File: src/rtl/wtc_pkg.sv
package wtc_pkg;
   typedef enum logic [1:0] {
      PORT_IDLE = 2'd0,
      PORT_RD   = 2'd1,
      PORT_WR   = 2'd2
   } port_op_e;
endpackage

File: src/rtl/wtc_tag_store.sv
module wtc_tag_store #(
   parameter int ADDR_W  = 10,
   parameter int DATA_W  = 32,
   parameter int INDEX_W = 3
) (
   input  logic              clk,
   input  logic              rst_n,
   input  logic [ADDR_W-1:0] lk_addr,
   output logic              lk_hit,
   output logic [DATA_W-1:0] lk_data,
   input  logic              wr_en,
   input  logic [ADDR_W-1:0] wr_addr,
   input  logic [DATA_W-1:0] wr_data
);
   localparam int ENTRIES = 1 << INDEX_W;
   localparam int TAG_W   = ADDR_W - INDEX_W;

   generate
      if (INDEX_W < 1 || INDEX_W >= ADDR_W) begin : g_bad_index
         $error("wtc_tag_store: INDEX_W must lie in 1..ADDR_W-1");
      end
   endgenerate

   logic [ENTRIES-1:0] valid_q;
   logic [TAG_W-1:0]   tag_q  [ENTRIES];
   logic [DATA_W-1:0]  data_q [ENTRIES];

   logic [INDEX_W-1:0] lk_idx, wr_idx;
   logic [TAG_W-1:0]   lk_tag, wr_tag;

   assign lk_idx = lk_addr[INDEX_W-1:0];
   assign lk_tag = lk_addr[ADDR_W-1:INDEX_W];
   assign wr_idx = wr_addr[INDEX_W-1:0];
   assign wr_tag = wr_addr[ADDR_W-1:INDEX_W];

   always_ff @(posedge clk) begin
      if (!rst_n) begin
         valid_q <= '0;
      end else if (wr_en) begin
         valid_q[wr_idx] <= 1'b1;
      end
   end

   always_ff @(posedge clk) begin
      if (wr_en) begin
         tag_q[wr_idx]  <= wr_tag;
         data_q[wr_idx] <= wr_data;
      end
   end

   assign lk_hit  = valid_q[lk_idx] && (tag_q[lk_idx] == lk_tag);
   assign lk_data = data_q[lk_idx];

   AST_LINE_TAKEN: assert property (@(posedge clk) disable iff (!rst_n)
      wr_en |=> valid_q[$past(wr_idx)] && (tag_q[$past(wr_idx)] == $past(wr_tag)));
endmodule

File: src/rtl/wtc_write_buffer.sv
module wtc_write_buffer #(
   parameter int ADDR_W = 10,
   parameter int DATA_W = 32,
   parameter int DEPTH  = 4
) (
   input  logic              clk,
   input  logic              rst_n,
   input  logic              push,
   input  logic [ADDR_W-1:0] push_addr,
   input  logic [DATA_W-1:0] push_data,
   input  logic              pop,
   output logic [ADDR_W-1:0] head_addr,
   output logic [DATA_W-1:0] head_data,
   output logic              empty,
   output logic              full,
   input  logic [ADDR_W-1:0] lk_addr,
   output logic              lk_hit,
   output logic [DATA_W-1:0] lk_data
);
   localparam int PTR_W = (DEPTH > 1) ? $clog2(DEPTH) : 1;
   localparam int CNT_W = PTR_W + 1;

   generate
      if (DEPTH < 2 || (DEPTH & (DEPTH - 1)) != 0) begin : g_bad_depth
         $error("wtc_write_buffer: DEPTH must be a power of two, at least 2");
      end
   endgenerate

   logic [ADDR_W-1:0] addr_q [DEPTH];
   logic [DATA_W-1:0] data_q [DEPTH];
   logic [PTR_W-1:0]  rd_ptr, wr_ptr;
   logic [CNT_W-1:0]  cnt;

   assign empty = (cnt == '0);
   assign full  = (cnt == CNT_W'(DEPTH));

   always_ff @(posedge clk) begin
      if (!rst_n) begin
         rd_ptr <= '0;
         wr_ptr <= '0;
         cnt    <= '0;
      end else begin
         if (push) wr_ptr <= wr_ptr + 1'b1;
         if (pop)  rd_ptr <= rd_ptr + 1'b1;
         case ({push, pop})
            2'b10:   cnt <= cnt + 1'b1;
            2'b01:   cnt <= cnt - 1'b1;
            default: cnt <= cnt;
         endcase
      end
   end

   always_ff @(posedge clk) begin
      if (push) begin
         addr_q[wr_ptr] <= push_addr;
         data_q[wr_ptr] <= push_data;
      end
   end

   assign head_addr = addr_q[rd_ptr];
   assign head_data = data_q[rd_ptr];

   // scan oldest to newest so the newest match is the one left standing
   always_comb begin
      lk_hit  = 1'b0;
      lk_data = '0;
      for (int i = 0; i < DEPTH; i++) begin
         logic [PTR_W-1:0] slot;
         slot = rd_ptr + PTR_W'(i);
         if ((CNT_W'(i) < cnt) && (addr_q[slot] == lk_addr)) begin
            lk_hit  = 1'b1;
            lk_data = data_q[slot];
         end
      end
   end

   AST_NO_OVERFLOW: assert property (@(posedge clk) disable iff (!rst_n)
      push |-> !full);
   AST_NO_UNDERFLOW: assert property (@(posedge clk) disable iff (!rst_n)
      pop |-> !empty);
   AST_COUNT_BOUND: assert property (@(posedge clk) disable iff (!rst_n)
      cnt <= CNT_W'(DEPTH));
endmodule

File: src/rtl/wtc_mem_port.sv
module wtc_mem_port
   import wtc_pkg::*;
#(
   parameter int ADDR_W     = 10,
   parameter int DATA_W     = 32,
   parameter bit READ_FIRST = 1'b1
) (
   input  logic              clk,
   input  logic              rst_n,
   input  logic              rd_want,
   input  logic [ADDR_W-1:0] rd_addr,
   input  logic              wr_avail,
   input  logic [ADDR_W-1:0] wr_addr,
   input  logic [DATA_W-1:0] wr_data,
   output logic              mem_req,
   output logic              mem_we,
   output logic [ADDR_W-1:0] mem_addr,
   output logic [DATA_W-1:0] mem_wdata,
   input  logic              mem_ready,
   output logic              rd_done,
   output logic              wr_done
);
   port_op_e op_q, op_d;
   logic     pick_rd, pick_wr;

   generate
      if (READ_FIRST) begin : g_read_first
         assign pick_rd = rd_want;
         assign pick_wr = wr_avail && !rd_want;
         AST_READ_JUMPS_QUEUE: assert property (@(posedge clk) disable iff (!rst_n)
            (op_q == PORT_IDLE) && rd_want |=> (op_q == PORT_RD));
      end else begin : g_write_first
         assign pick_wr = wr_avail;
         assign pick_rd = rd_want && !wr_avail;
      end
   endgenerate

   always_comb begin
      op_d = op_q;
      unique case (op_q)
         PORT_IDLE: begin
            if (pick_rd)      op_d = PORT_RD;
            else if (pick_wr) op_d = PORT_WR;
         end
         PORT_RD, PORT_WR: begin
            if (mem_ready) op_d = PORT_IDLE;
         end
         default: op_d = PORT_IDLE;
      endcase
   end

   always_ff @(posedge clk) begin
      if (!rst_n) op_q <= PORT_IDLE;
      else        op_q <= op_d;
   end

   assign mem_req   = (op_q != PORT_IDLE);
   assign mem_we    = (op_q == PORT_WR);
   assign mem_addr  = (op_q == PORT_WR) ? wr_addr : rd_addr;
   assign mem_wdata = wr_data;
   assign rd_done   = (op_q == PORT_RD) && mem_ready;
   assign wr_done   = (op_q == PORT_WR) && mem_ready;

   AST_MEM_HOLD: assert property (@(posedge clk) disable iff (!rst_n)
      mem_req && !mem_ready |=> mem_req && $stable(mem_addr) && $stable(mem_we)
                                && $stable(mem_wdata));
endmodule

File: src/rtl/wt_dcache.sv
module wt_dcache #(
   parameter int ADDR_W     = 10,
   parameter int DATA_W     = 32,
   parameter int INDEX_W    = 3,
   parameter int WB_DEPTH   = 4,
   parameter bit READ_FIRST = 1'b1
) (
   input  logic              clk,
   input  logic              rst_n,
   input  logic              cpu_req,
   input  logic              cpu_we,
   input  logic [ADDR_W-1:0] cpu_addr,
   input  logic [DATA_W-1:0] cpu_wdata,
   output logic              cpu_ready,
   output logic [DATA_W-1:0] cpu_rdata,
   output logic              mem_req,
   output logic              mem_we,
   output logic [ADDR_W-1:0] mem_addr,
   output logic [DATA_W-1:0] mem_wdata,
   input  logic              mem_ready,
   input  logic [DATA_W-1:0] mem_rdata
);
   logic              ts_hit, ts_wr;
   logic [DATA_W-1:0] ts_data, ts_wdata;
   logic              wb_hit, wb_full, wb_empty, wb_push;
   logic [DATA_W-1:0] wb_data, wb_head_data;
   logic [ADDR_W-1:0] wb_head_addr;
   logic              rd_want, rd_done, wr_done;
   logic              is_read;

   assign is_read  = cpu_req && !cpu_we;
   assign wb_push  = cpu_req && cpu_we && !wb_full;
   assign rd_want  = is_read && !ts_hit && !wb_hit;
   assign ts_wr    = wb_push || rd_done;
   assign ts_wdata = cpu_we ? cpu_wdata : mem_rdata;

   assign cpu_ready = cpu_we ? wb_push : (is_read && (ts_hit || wb_hit || rd_done));
   assign cpu_rdata = ts_hit ? ts_data : (wb_hit ? wb_data : mem_rdata);

   wtc_tag_store #(.ADDR_W(ADDR_W), .DATA_W(DATA_W), .INDEX_W(INDEX_W)) u_tags (
      .clk     (clk),
      .rst_n   (rst_n),
      .lk_addr (cpu_addr),
      .lk_hit  (ts_hit),
      .lk_data (ts_data),
      .wr_en   (ts_wr),
      .wr_addr (cpu_addr),
      .wr_data (ts_wdata)
   );

   wtc_write_buffer #(.ADDR_W(ADDR_W), .DATA_W(DATA_W), .DEPTH(WB_DEPTH)) u_wbuf (
      .clk       (clk),
      .rst_n     (rst_n),
      .push      (wb_push),
      .push_addr (cpu_addr),
      .push_data (cpu_wdata),
      .pop       (wr_done),
      .head_addr (wb_head_addr),
      .head_data (wb_head_data),
      .empty     (wb_empty),
      .full      (wb_full),
      .lk_addr   (cpu_addr),
      .lk_hit    (wb_hit),
      .lk_data   (wb_data)
   );

   wtc_mem_port #(.ADDR_W(ADDR_W), .DATA_W(DATA_W), .READ_FIRST(READ_FIRST)) u_port (
      .clk       (clk),
      .rst_n     (rst_n),
      .rd_want   (rd_want),
      .rd_addr   (cpu_addr),
      .wr_avail  (!wb_empty),
      .wr_addr   (wb_head_addr),
      .wr_data   (wb_head_data),
      .mem_req   (mem_req),
      .mem_we    (mem_we),
      .mem_addr  (mem_addr),
      .mem_wdata (mem_wdata),
      .mem_ready (mem_ready),
      .rd_done   (rd_done),
      .wr_done   (wr_done)
   );

   AST_HIT_NO_FETCH: assert property (@(posedge clk) disable iff (!rst_n)
      is_read && ts_hit |=> !(mem_req && !mem_we));
   AST_FWD_NO_FETCH: assert property (@(posedge clk) disable iff (!rst_n)
      is_read && !ts_hit && wb_hit |-> cpu_ready);
   AST_FILL_THEN_HIT: assert property (@(posedge clk) disable iff (!rst_n)
      rd_done && cpu_req && !cpu_we |=> (cpu_req && !cpu_we && $stable(cpu_addr)) -> ts_hit);
endmodule

File: config.mk
export PLATFORM = sky130hd
export DESIGN_NAME = wt_dcache
export DESIGN_NICKNAME = d
export VERILOG_FILES = /design/src/rtl/wtc_pkg.sv /design/src/rtl/wtc_tag_store.sv /design/src/rtl/wtc_write_buffer.sv /design/src/rtl/wtc_mem_port.sv /design/src/rtl/wt_dcache.sv
export SDC_FILE = /design/constraint.sdc
export NUM_CORES = 1
export LEC_CHECK = 0
export BUFFER_PORTS_ARGS = -buffer_cell sky130_fd_sc_hd__buf_2
export CORE_UTILIZATION = 45
export DETAILED_ROUTE_END_ITERATION = 12
export SYNTH_ARGS = -nofsm -noshare
export SYNTH_HDL_FRONTEND = slang
export SYNTH_SLANG_ARGS = --single-unit
File: constraint.sdc
create_clock -name clk -period 5.21 [get_ports clk]
set_clock_uncertainty 0.1 [all_clocks]
set_input_delay 0.2605 -clock clk [delete_from_list [all_inputs] [get_ports clk]]
set_output_delay 0.2605 -clock clk [all_outputs]
set_load 0.05 [all_outputs]
; ---- Word level (Yosys, flattened, before mapping)
; Memory sizes are Yosys's and may differ from the RTL's. A register that Yosys moved wholly into a read port is not among the register bits.
; Cells that the tools add are included.
[word_totals]
rom_bits = 0
mem_bits_rw = 480
latch_bits = 0
mem_count = 4
reg_bits = 17
[classes]
n_mul = 0
magnitude_cmp = 6
mux = 30
n_div = 0
reduce_logical = 30
n_shift = 0
n_addsub = 6
n_bitwise = 1
n_eq_ne = 12
[memory_table]
columns = memory, depth, width, rd, rd_ports_with_merged_regs, wr, line_no
row1 = u_tags.data_q, 8, 32, 1, 0, 1, wtc_tag_store.sv:26  ; logic [DATA_W-1:0] data_q [ENTRIES];
row2 = u_wbuf.data_q, 4, 32, 4, 1, 1, wtc_write_buffer.sv:30  ; logic [DATA_W-1:0] data_q [DEPTH];
row3 = u_tags.tag_q, 8, 7, 1, 0, 1, wtc_tag_store.sv:25  ; logic [TAG_W-1:0] tag_q [ENTRIES];
row4 = u_wbuf.addr_q, 4, 10, 4, 1, 1, wtc_write_buffer.sv:29  ; logic [ADDR_W-1:0] addr_q [DEPTH];
[op_table]
columns = op, n
row1 = $mux 32, 7
row2 = $eq 10x10->1, 4
row3 = $logic_and 1x1->1, 15
row4 = $mux 2, 7
row5 = $mux 1, 11
row6 = $mux 10, 1
row7 = $or 8x8->8, 1
row8 = $eq 7x7->1, 1
row9 = $logic_not 1->1, 6
row10 = $lt 1x3->1 const A, 2
row11 = $lt 2x3->1 const A, 2
row12 = $pmux 3 s2, 1
row13 = $add 2x1->2 const B, 2
row14 = $add 2x2->2 const B, 2
row15 = $eq 2x1->1 const B, 2
row16 = $eq 2x2->1 const B, 2
row17 = $lt 3x4->1 const B, 1
row18 = $pmux 2 s2, 1
row19 = $reduce_bool 2->1, 2
row20 = $add 3x1->3 const B, 1
row21 = $bmux 1 s3, 1
row22 = $demux 1 s3, 1
row23 = $eq 3x3->1 const B, 1
row24 = $ge 3x1->1 const B, 1
row25 = 8 further kinds, 10

; ---- Logic depth before layout (Yosys ltp)
; Gate-level depths: netlist (run 1).
; An unclocked memory read counts as a cell.
[logic_depth]
depth_word = 14
mapped_depth = 13
depth_no_buf = 9

; ---- By module
; Synthesis (run 1) repeated with hierarchy kept, for this count alone.
[hier_totals]
hier_cells = 1492
hier_area_um2 = 24722.5
[modules_own_cells]
columns = mod, instances, cells_each, area_per_inst_um2, seq_area_each_um2
row1 = wtc_tag_store, 1, 504, 12119.1, 9529.1
row2 = wtc_write_buffer, 1, 776, 10955.5, 5225.0
row3 = wt_dcache, 1, 151, 1087.3, 0.0
row4 = wtc_mem_port, 1, 61, 560.5, 40.0

; ---- Least setup slack after synthesis (run 1)
; Ideal clock, no wire load.
[synth_timing]
path_kind = register -> register
from = register u_wbuf.cnt[0]
to = memory u_tags.data_q[1][0], enable pin
setup_time_ns = 0.486
required_time_ns = 4.624
synth_period_minus_slack_ns = 4.629
setup_slack_ns = 0.581
arrival_time_ns = 4.043
path_buffers = 1
stages_incl_launch_ff = 8
cell_sequence = dfxtp_1 -> inv_1 -> ha_1 -> nand2_1 -> and3_1 -> clkbuf_1 -> a21oi_1 -> nor3_1
[synth_via]
elab_chain_cells = 6
[synth_lines]
columns = element, line_no
row1 = start: declaration, wtc_write_buffer.sv:32  ; logic [CNT_W-1:0] cnt;
row2 = start signal: assignment, wtc_write_buffer.sv:46  ; 2'b10: cnt <= cnt + 1'b1;
row3 = start signal: assignment, wtc_write_buffer.sv:47  ; 2'b01: cnt <= cnt - 1'b1;
row4 = start signal: assignment, wtc_write_buffer.sv:48  ; default: cnt <= cnt;
row5 = $eq 3x3->1, wtc_write_buffer.sv:35  ; assign full = (cnt == CNT_W'(DEPTH));
row6 = $logic_not 1->1, wt_dcache.sv:32  ; assign wb_push = cpu_req && cpu_we && !wb_full;
row7 = $logic_and 1x1->1, wt_dcache.sv:32
row8 = $logic_or 1x1->1, wt_dcache.sv:34  ; assign ts_wr = wb_push || rd_done;
row9 = $mux 1, wtc_tag_store.sv:45  ; if (wr_en) begin
row10 = $mux 1 (implied by the code), wtc_tag_store.sv:47  ; data_q[wr_idx] <= wr_data;
row11 = end: declaration, wtc_tag_store.sv:26
; Every way passes these cells.

==> results of run 1 <==
layout make-up:
cell class                      instances  share of cell area (%)
Sequential cell                       499                    52.1
Clock inverter                         31                    1.16
Antenna cell                            1                 0.00880
Clock buffer                           62                    4.71
Tap cell                              696                    3.06
Inverter                               44                   0.581
Timing Repair Buffer                  248                    5.88
Multi-Input combinational cell        919                    32.5
path summary, 6_finish.rpt:
check                     from                   to  slack (ns)  cells past startpoint
max                       flop         cpu_rdata[4]        0.28                     11
min                cpu_addr[6]  u_wbuf.addr_q[2][6]        0.02                      1
max reg2reg   u_wbuf.rd_ptr[1]       u_port.op_q[0]        1.75                      9
min reg2reg  u_tags.valid_q[4]    u_tags.valid_q[4]        0.36                      1
cell usage after synthesis, types with 12 or more instances:
library cell  instances  area, µm²
edfxtp_1            480      14400
mux4_2              132       2970
a22oi_1             130        976
clkbuf_1             79        297
mux2i_1              76        761
mux2_2               51        574
nor2_1               49        184
buf_2                46        230
inv_1                43        161
xnor2_1              41        359
nand3_1              37        185
nand4_1              36        225
a221oi_1             32        280
nand2_1              32        120
or4_1                29        218
a221o_1              28        280
a41oi_1              28        245
a21oi_2              20        175
a21oi_1              19       95.1
dfxtp_1              19        380
o21ai_0              19       95.1
ha_1                 12        150
state kept, by name, indices dropped and copies added, names as in the netlist, 3 cells and up, named ones only:
name,count
u_tags.tag_q,56
u_tags.data_q,256
u_wbuf.cnt,3
u_wbuf.data_q,128
u_wbuf.addr_q,40
u_tags.valid_q,8
metrics by stage:
stage                     setup WS, ns  util (%)  std cells  instance area [µm²]
final                            0.276      52.6       2500                28400
after global routing           -0.0200      52.6       2500                28400
after CTS                        0.119      52.5       2497                28400
after detailed placement         0.781      48.7       2366                26300
after global placement           0.764      48.7       2366                26300
after floorplan                  0.581         -       1605                24700
kinds of logic (layout without fill, tap and decap cells):
group,count (synthesis),in the layout
AO/OA/AOI/OAI,347,347
XOR/XNOR,45,45
adder cells (fa/ha/maj),12,12
buffers and inverters,187,385
flip-flops,499,499
multiplexers,271,271
other,0,1
AND/OR/NAND/NOR,244,244
power groups by stage:
stage	logic (mW)	clock network, mW	registers, mW
final	1.17	3.70	4.56
after global routing	1.23	3.89	4.56
after CTS	1.16	3.74	4.56
after detailed placement	1.13	0	4.64
after global placement	1.12	0	4.64
after floorplan	0.777	0	4.62
per-layer routing:
layer | vias up | track usage (%)
met5 | - | 0
met4 | 4 | 8.05
met3 | 112 | 4.90
met2 | 905 | 42.2
met1 | 8500 | 35.4
li1 | 7002 | -
what timing repair did:
| action | in CTS | in global routing |
|---|---|---|
| setup endpoints to repair | 0 | 5 |
| buffers inserted | 0 | 2 |
| resized for setup | 0 | 3 |
| hold buffers | 38 | 0 |
| endpoints found under the hold margin | 158 | 0 |
==> flow_summary_export.csv, run 1 <==
group,metric,value,unit
outcome,run_status,"complete, no violations",
sta,relSlewSlack,26.2,%
setup_path,timing.critical_path.slowest_stage_cell,"or4_4",
floorplanning,die_width,236,µm
setup_path,critPathRequiredTime,4.85,ns
global_routing,grt_pass1_vias,16490,
floorplanning,std_cell_rows,85,
final_layout,finalNetCount,1855,
setup_path,cp_top_family,"simple AND/OR/NAND/NOR gates",
final_layout,register_area,0.0148,mm²
clock_tree,cts_buf_count,52,
floorplanning,floorplan.initialDensity,45.8,%
clock_tree,clockRootBuffer,"clkbuf_16",
clock_tree,numClockSinks,499,
global_routing,grt_antenna_before_repair,3,
power_and_ir_drop,worst_ir_drop_vdd,253,µV
power_and_ir_drop,power_frac_comb,12.4,%
global_routing,grt_pass1_wl,108,mm
route,vias_per_cell,6.61,
yosys,synth-simple-area-share,5.53,%
route,via_count,16523,
floorplanning,die-area,0.0559,mm²
setup_path,cp-start-kind,"flop",
clock_tree,cts_tree,"built",
final_layout,multi_input_comb_area,0.00925,mm²
route,detailedRoute.firstIterationViolations,1686,
power_and_ir_drop,cellInternalPower,7.03,mW
sta,final_hold_viol_count,0,
route,wl_met2,35.3,mm
yosys,synth.yosys.warnings,0,
final_layout,syn_to_final_growth,15.0,%
yosys,syn-mean-instance-area,15.4,µm²
placed_design,place_hpwl,44.8,mm
placed_design,gp_routability_congestion,0.853,
route,avgRoutedWirePerCell,29.4,µm
yosys,syn_nets,1696,
route,dr.pass1.iters,6,
final_layout,layout_commonest_cell,"edfxtp_1",
route,dr.max_layer_used,"met5",
yosys,netlist_cell_types,71,
clock_tree,ctsHtreeMaxLevel,2,
power_and_ir_drop,sw_frac_of_total,25.5,%
global_routing,grt.overflow.total,0,
setup_path,critPathMaxStageDelay,0.78,ns
yosys,post_synth_arst_share,0,%
yosys,synth_compound_area_share,10.9,%
yosys,proportion_of_synthesized_chip_area_in_sequential_cells,59.8,%
yosys,yosys_most_used_dff,"edfxtp_1",
power_and_ir_drop,fin_total_pwr,9.43,mW
placed_design,io_buffer_count,155,
power_and_ir_drop,clock_power_share,39.3,%
setup_path,timing.critical_path.fanout_max,29,
yosys,synth.mux.area_fraction,18.1,%
sta,setup_violations,0,
floorplanning,core_region_area,0.0540,mm²
job,cap_violations,0,
setup_path,worst-path-buf-inv,3,
setup_path,critical_path_arrival,4.57,ns
sta,slew_viol_final,0,
route,wl_met3,6.25,mm
floorplanning,fp.dieH,236,µm
route,routed_wirelength,73.6,mm
yosys,postSynthRegisterBits,499,
worst_hold_path,hold_path.class,"in2reg",
clock_tree,worstSkewPairLatency,0.60,ns
yosys,synth_enable_flop_cells,480,
yosys,synth_cells,1605,
final_layout,final_cell_mix,"edfxtp_1, buf_2, mux4_2",
power_and_ir_drop,sequentialPowerShare,48.3,%
yosys,yosys.area_share.adder,0.607,%
final_layout,fillCellCount,4459,
clock_tree,number_of_buffers_on_the_longest_clock_path,3,
route,wl_met1,30.1,mm
sta,actual_transition_at_the_worst_max_transition_pin,1.10,ns
sta,timing.final.crit_share,94.7,%
setup_path,crit_path_cell_chain,"mux4_1 -> xnor2_1 -> nand2_1 -> or4_4 -> nor3_4 -> buf_4 -> o31ai_4 -> buf_4 -> a221o_1 -> a21oi_1 -> buf_12",
route,drt_drc_violations_left,0,
setup_path,timing_worst_setup_path_type,"reg2out",
setup_path,critPathMostFrequentCell,"buf_4",
floorplanning,ios,156,
yosys,netlist_area,0.0247,mm²
power_and_ir_drop,power.switching,2.40,mW
final_layout,drive_above_1_share,29.2,%
sta,totalNegativeSetupSlack,0,ns
sta,finalCriticalPeriod,4.93,ns
global_routing,global_route.usage.total,26.0,%
setup_path,setup.worst_path.end_class,"primary output",
sta,worst_hold_slack,0.0237,ns
global_routing,pin_count_of_the_biggest_net_entering_global_routing,65,
yosys,dominant_combinational_cell_family_by_area_after_synthesis,"multiplexers",
yosys,synth_xor_xnor_area_share,1.59,%
sta,max_freq,203,MHz
clock_tree,cts.reportedPaths.clkPinSlew,0.06,ns
power_and_ir_drop,p_per_area,331,mW/mm²
power_and_ir_drop,total_leakage_power,8.90,nW
route,antenna_violating_nets_post_route,0,
(Power assumes the default switching activity.)
==> run 2, diff against run 1 <==
--- a/config.mk
+++ b/config.mk
@@ -6,8 +6,10 @@
 export NUM_CORES = 1
 export LEC_CHECK = 0
 export BUFFER_PORTS_ARGS = -buffer_cell sky130_fd_sc_hd__buf_2
-export CORE_UTILIZATION = 45
+export CORE_MARGIN = 2
+export CORE_UTILIZATION = 60
 export DETAILED_ROUTE_END_ITERATION = 12
+export PLACE_DENSITY = 0.79
 export SYNTH_ARGS = -nofsm -noshare
 export SYNTH_HDL_FRONTEND = slang
 export SYNTH_SLANG_ARGS = --single-unit
==> run 2 against run 1 <==
Compared with the run above:
- critical path depth decreased by 1
- sequential power about the same
- sequential share of layout area increased by 0.79 points
- via count increased by 3.4%
- count of clock-buffer cells in the layout decreased by 7
- design area decreased by 1.5%
- routed wire length decreased by 5.5%
- largest cell class unchanged
- die area decreased by 23%
- non-clock buffer count decreased by 6
- setup slack got worse by 0.042 ns
- highest routed layer is now met4
==> flow_summary_export.csv, run 2 (synthesized netlist as in run 1, its figures left out) <==
group,metric,value,unit
outcome,run_status,"complete, no violations",
setup_path,critical_path_arrival,4.62,ns
floorplanning,fp.dieH,207,µm
final_layout,finalNetCount,1845,
job,cap_violations,0,
setup_path,critPathMostFrequentCell,"buf_4",
global_routing,global_route.usage.total,31.8,%
setup_path,critPathMaxStageDelay,0.59,ns
sta,totalNegativeSetupSlack,0,ns
route,via_count,17087,
floorplanning,die-area,0.0429,mm²
sta,fin_ws,0.233,ns
global_routing,grt.overflow.total,0,
clock_tree,ctsHtreeMaxLevel,2,
sta,setup_violations,0,
floorplanning,die_width,207,µm
clock_tree,clockRootBuffer,"clkbuf_16",
global_routing,pin_count_of_the_biggest_net_entering_global_routing,63,
final_layout,drive_above_1_share,29.1,%
final_layout,post_route_insts_no_fill,2326,
final_layout,fillCellCount,2592,
route,drt_drc_violations_left,0,
power_and_ir_drop,total_leakage_power,8.82,nW
power_and_ir_drop,p_per_area,330,mW/mm²
final_layout,finish.utilization,68.8,%
placed_design,gp_routability_congestion,0.885,
setup_path,setup.worst_path.end_class,"primary output",
setup_path,worst-path-buf-inv,3,
setup_path,cp-start-kind,"flop",
clock_tree,cts_buf_count,48,
route,antenna_violating_nets_post_route,0,
setup_path,critPathRequiredTime,4.85,ns
final_layout,layout_commonest_cell,"edfxtp_1",
final_layout,layout_top_registers,"u_tags.data_q: 256 flops, u_wbuf.data_q: 128 flops, u_tags.tag_q: 56 flops",
floorplanning,ios,156,
global_routing,grt_pass1_wl,103,mm
final_layout,largest_register_ffs,256,
clock_tree,worstSkewPairLatency,0.59,ns
route,routed_wirelength,69.6,mm
clock_tree,cts_tree,"built",
floorplanning,floorplan.initialDensity,60.7,%
route,dr.pass1.iters,6,
setup_path,timing_worst_setup_path_type,"reg2out",
setup_path,crit_path_cell_chain,"buf_4 -> mux4_2 -> xnor2_1 -> nand4_1 -> nor3_4 -> buf_4 -> a41oi_1 -> a221o_1 -> a21oi_2 -> buf_2",
sta,timing.final.crit_share,95.5,%
setup_path,cp_top_family,"buffers and inverters",
sta,actual_transition_at_the_worst_max_transition_pin,1.12,ns
power_and_ir_drop,fin_total_pwr,9.24,mW
setup_path,timing.critical_path.slowest_stage_cell,"buf_4",
route,vias_per_cell,7.35,
sta,relSlewSlack,25.0,%
clock_tree,numClockSinks,499,
floorplanning,std_cell_rows,74,
power_and_ir_drop,worst_ir_drop_vdd,244,µV
floorplanning,core_region_area,0.0407,mm²
final_layout,regMostFlops,"u_tags.data_q",
sta,max_freq,201,MHz
sta,unrepaired_setup_endpoints_after_global_routing,"false",
placed_design,place_hpwl,41.9,mm
global_routing,grt_antenna_before_repair,2,
sta,finalCriticalPeriod,4.98,ns
sta,final_hold_viol_count,0,
route,avgRoutedWirePerCell,29.9,µm
sta,slew_viol_final,0,
placed_design,detailedPlace.worstSlack,0.980,ns
route,detailedRoute.firstIterationViolations,2758,
placed_design,io_buffer_count,155,
setup_path,timing.critical_path.fanout_max,40,
worst_hold_path,hold_path.class,"in2reg",
global_routing,grt_pass1_vias,16879,
clock_tree,number_of_buffers_on_the_longest_clock_path,3,
clock_tree,post_cts.repair.setup_buffers,0,
placed_design,numPlacedInstances,2201,
clock_tree,cts.reportedPaths.clkPinSlew,0.06,ns
final_layout,syn_to_final_growth,13.3,%
final_layout,final_cell_mix,"edfxtp_1, buf_2, mux4_2",
run 2: cell types whose count changed in the layout (fill, tap and decap cells not counted), sizes merged, moves of 2 or more:
cell / change
dlygate4sd3: -3
inv: -2
buf: -3
clkinv: +2
clkinvlp: +2
clkbuf: -7
run 2: path summary, 6_finish.rpt:
check | from | end | cells after the start | slack, ns
worst max-delay path | u_wbuf.rd_ptr[0] | cpu_rdata[23] | 10 | 0.23
worst min-delay path | cpu_addr[6] | u_tags.tag_q[0][3] | 1 | 0.03
worst max register to register | flop | u_port.op_q[0] | 9 | 1.69
worst min register to register | u_tags.valid_q[2] | u_tags.valid_q[2] | 1 | 0.36
run 2: area by class of cell:
type	count	area, µm²	area share [%]
flip-flops and latches	499	14800	52.9
multi-input cells	919	9230	33.0
well taps	532	666	2.38
inverters	44	165	0.590
diodes	2	5.00	0.0179
clock inverters	33	324	1.16
clock buffers	55	1270	4.53
repair buffers	242	1540	5.51
run 2: repair_timing:
item / in CTS / in global routing
hold endpoints to repair: 150 / 0
hold buffers: 35 / 0
resized for setup: 0 / 0
run 2: power breakdown:
| group | switching [mW] | internal [mW] |
|---|---|---|
| clock | 1.48 | 2.04 |
| sequential | 0.0508 | 4.51 |
| combinational | 0.774 | 0.382 |
run 2: layer usage:
| metal | up-vias | share of wire [%] | GRT usage (%) | routed length [µm] |
|---|---|---|---|---|
| met4 | 0 | 4.2 | 14.8 | 2950 |
| met1 | 8502 | 35 | 41.6 | 24600 |
| met5 | - | 0 | 0 | 0 |
| met2 | 1370 | 48 | 50.0 | 33200 |
| met3 | 241 | 13 | 8.96 | 8850 |
| li1 | 6974 | - | - | - |
run 2: metrics by stage:
step / hold slack (ns) / cell area (µm²)
after floorplan: 0.259 / 24700
after global placement: 0.341 / 26100
after detailed placement: 0.350 / 26100
after CTS: 0.00601 / 28000
after global routing: 0.0283 / 28000
final: 0.0294 / 28000
run 2: worst reg2reg max path, stage by stage (launching register included):
cell	delay (ns)
dfxtp_2	0.67
mux2i_1	0.48
o2bb2ai_1	0.17
a221oi_1	0.08
a21oi_2	0.88
nor3_4	0.19
nor4_2	0.24
buf_4	0.36
nand3_1	0.13
o22ai_1	0.17
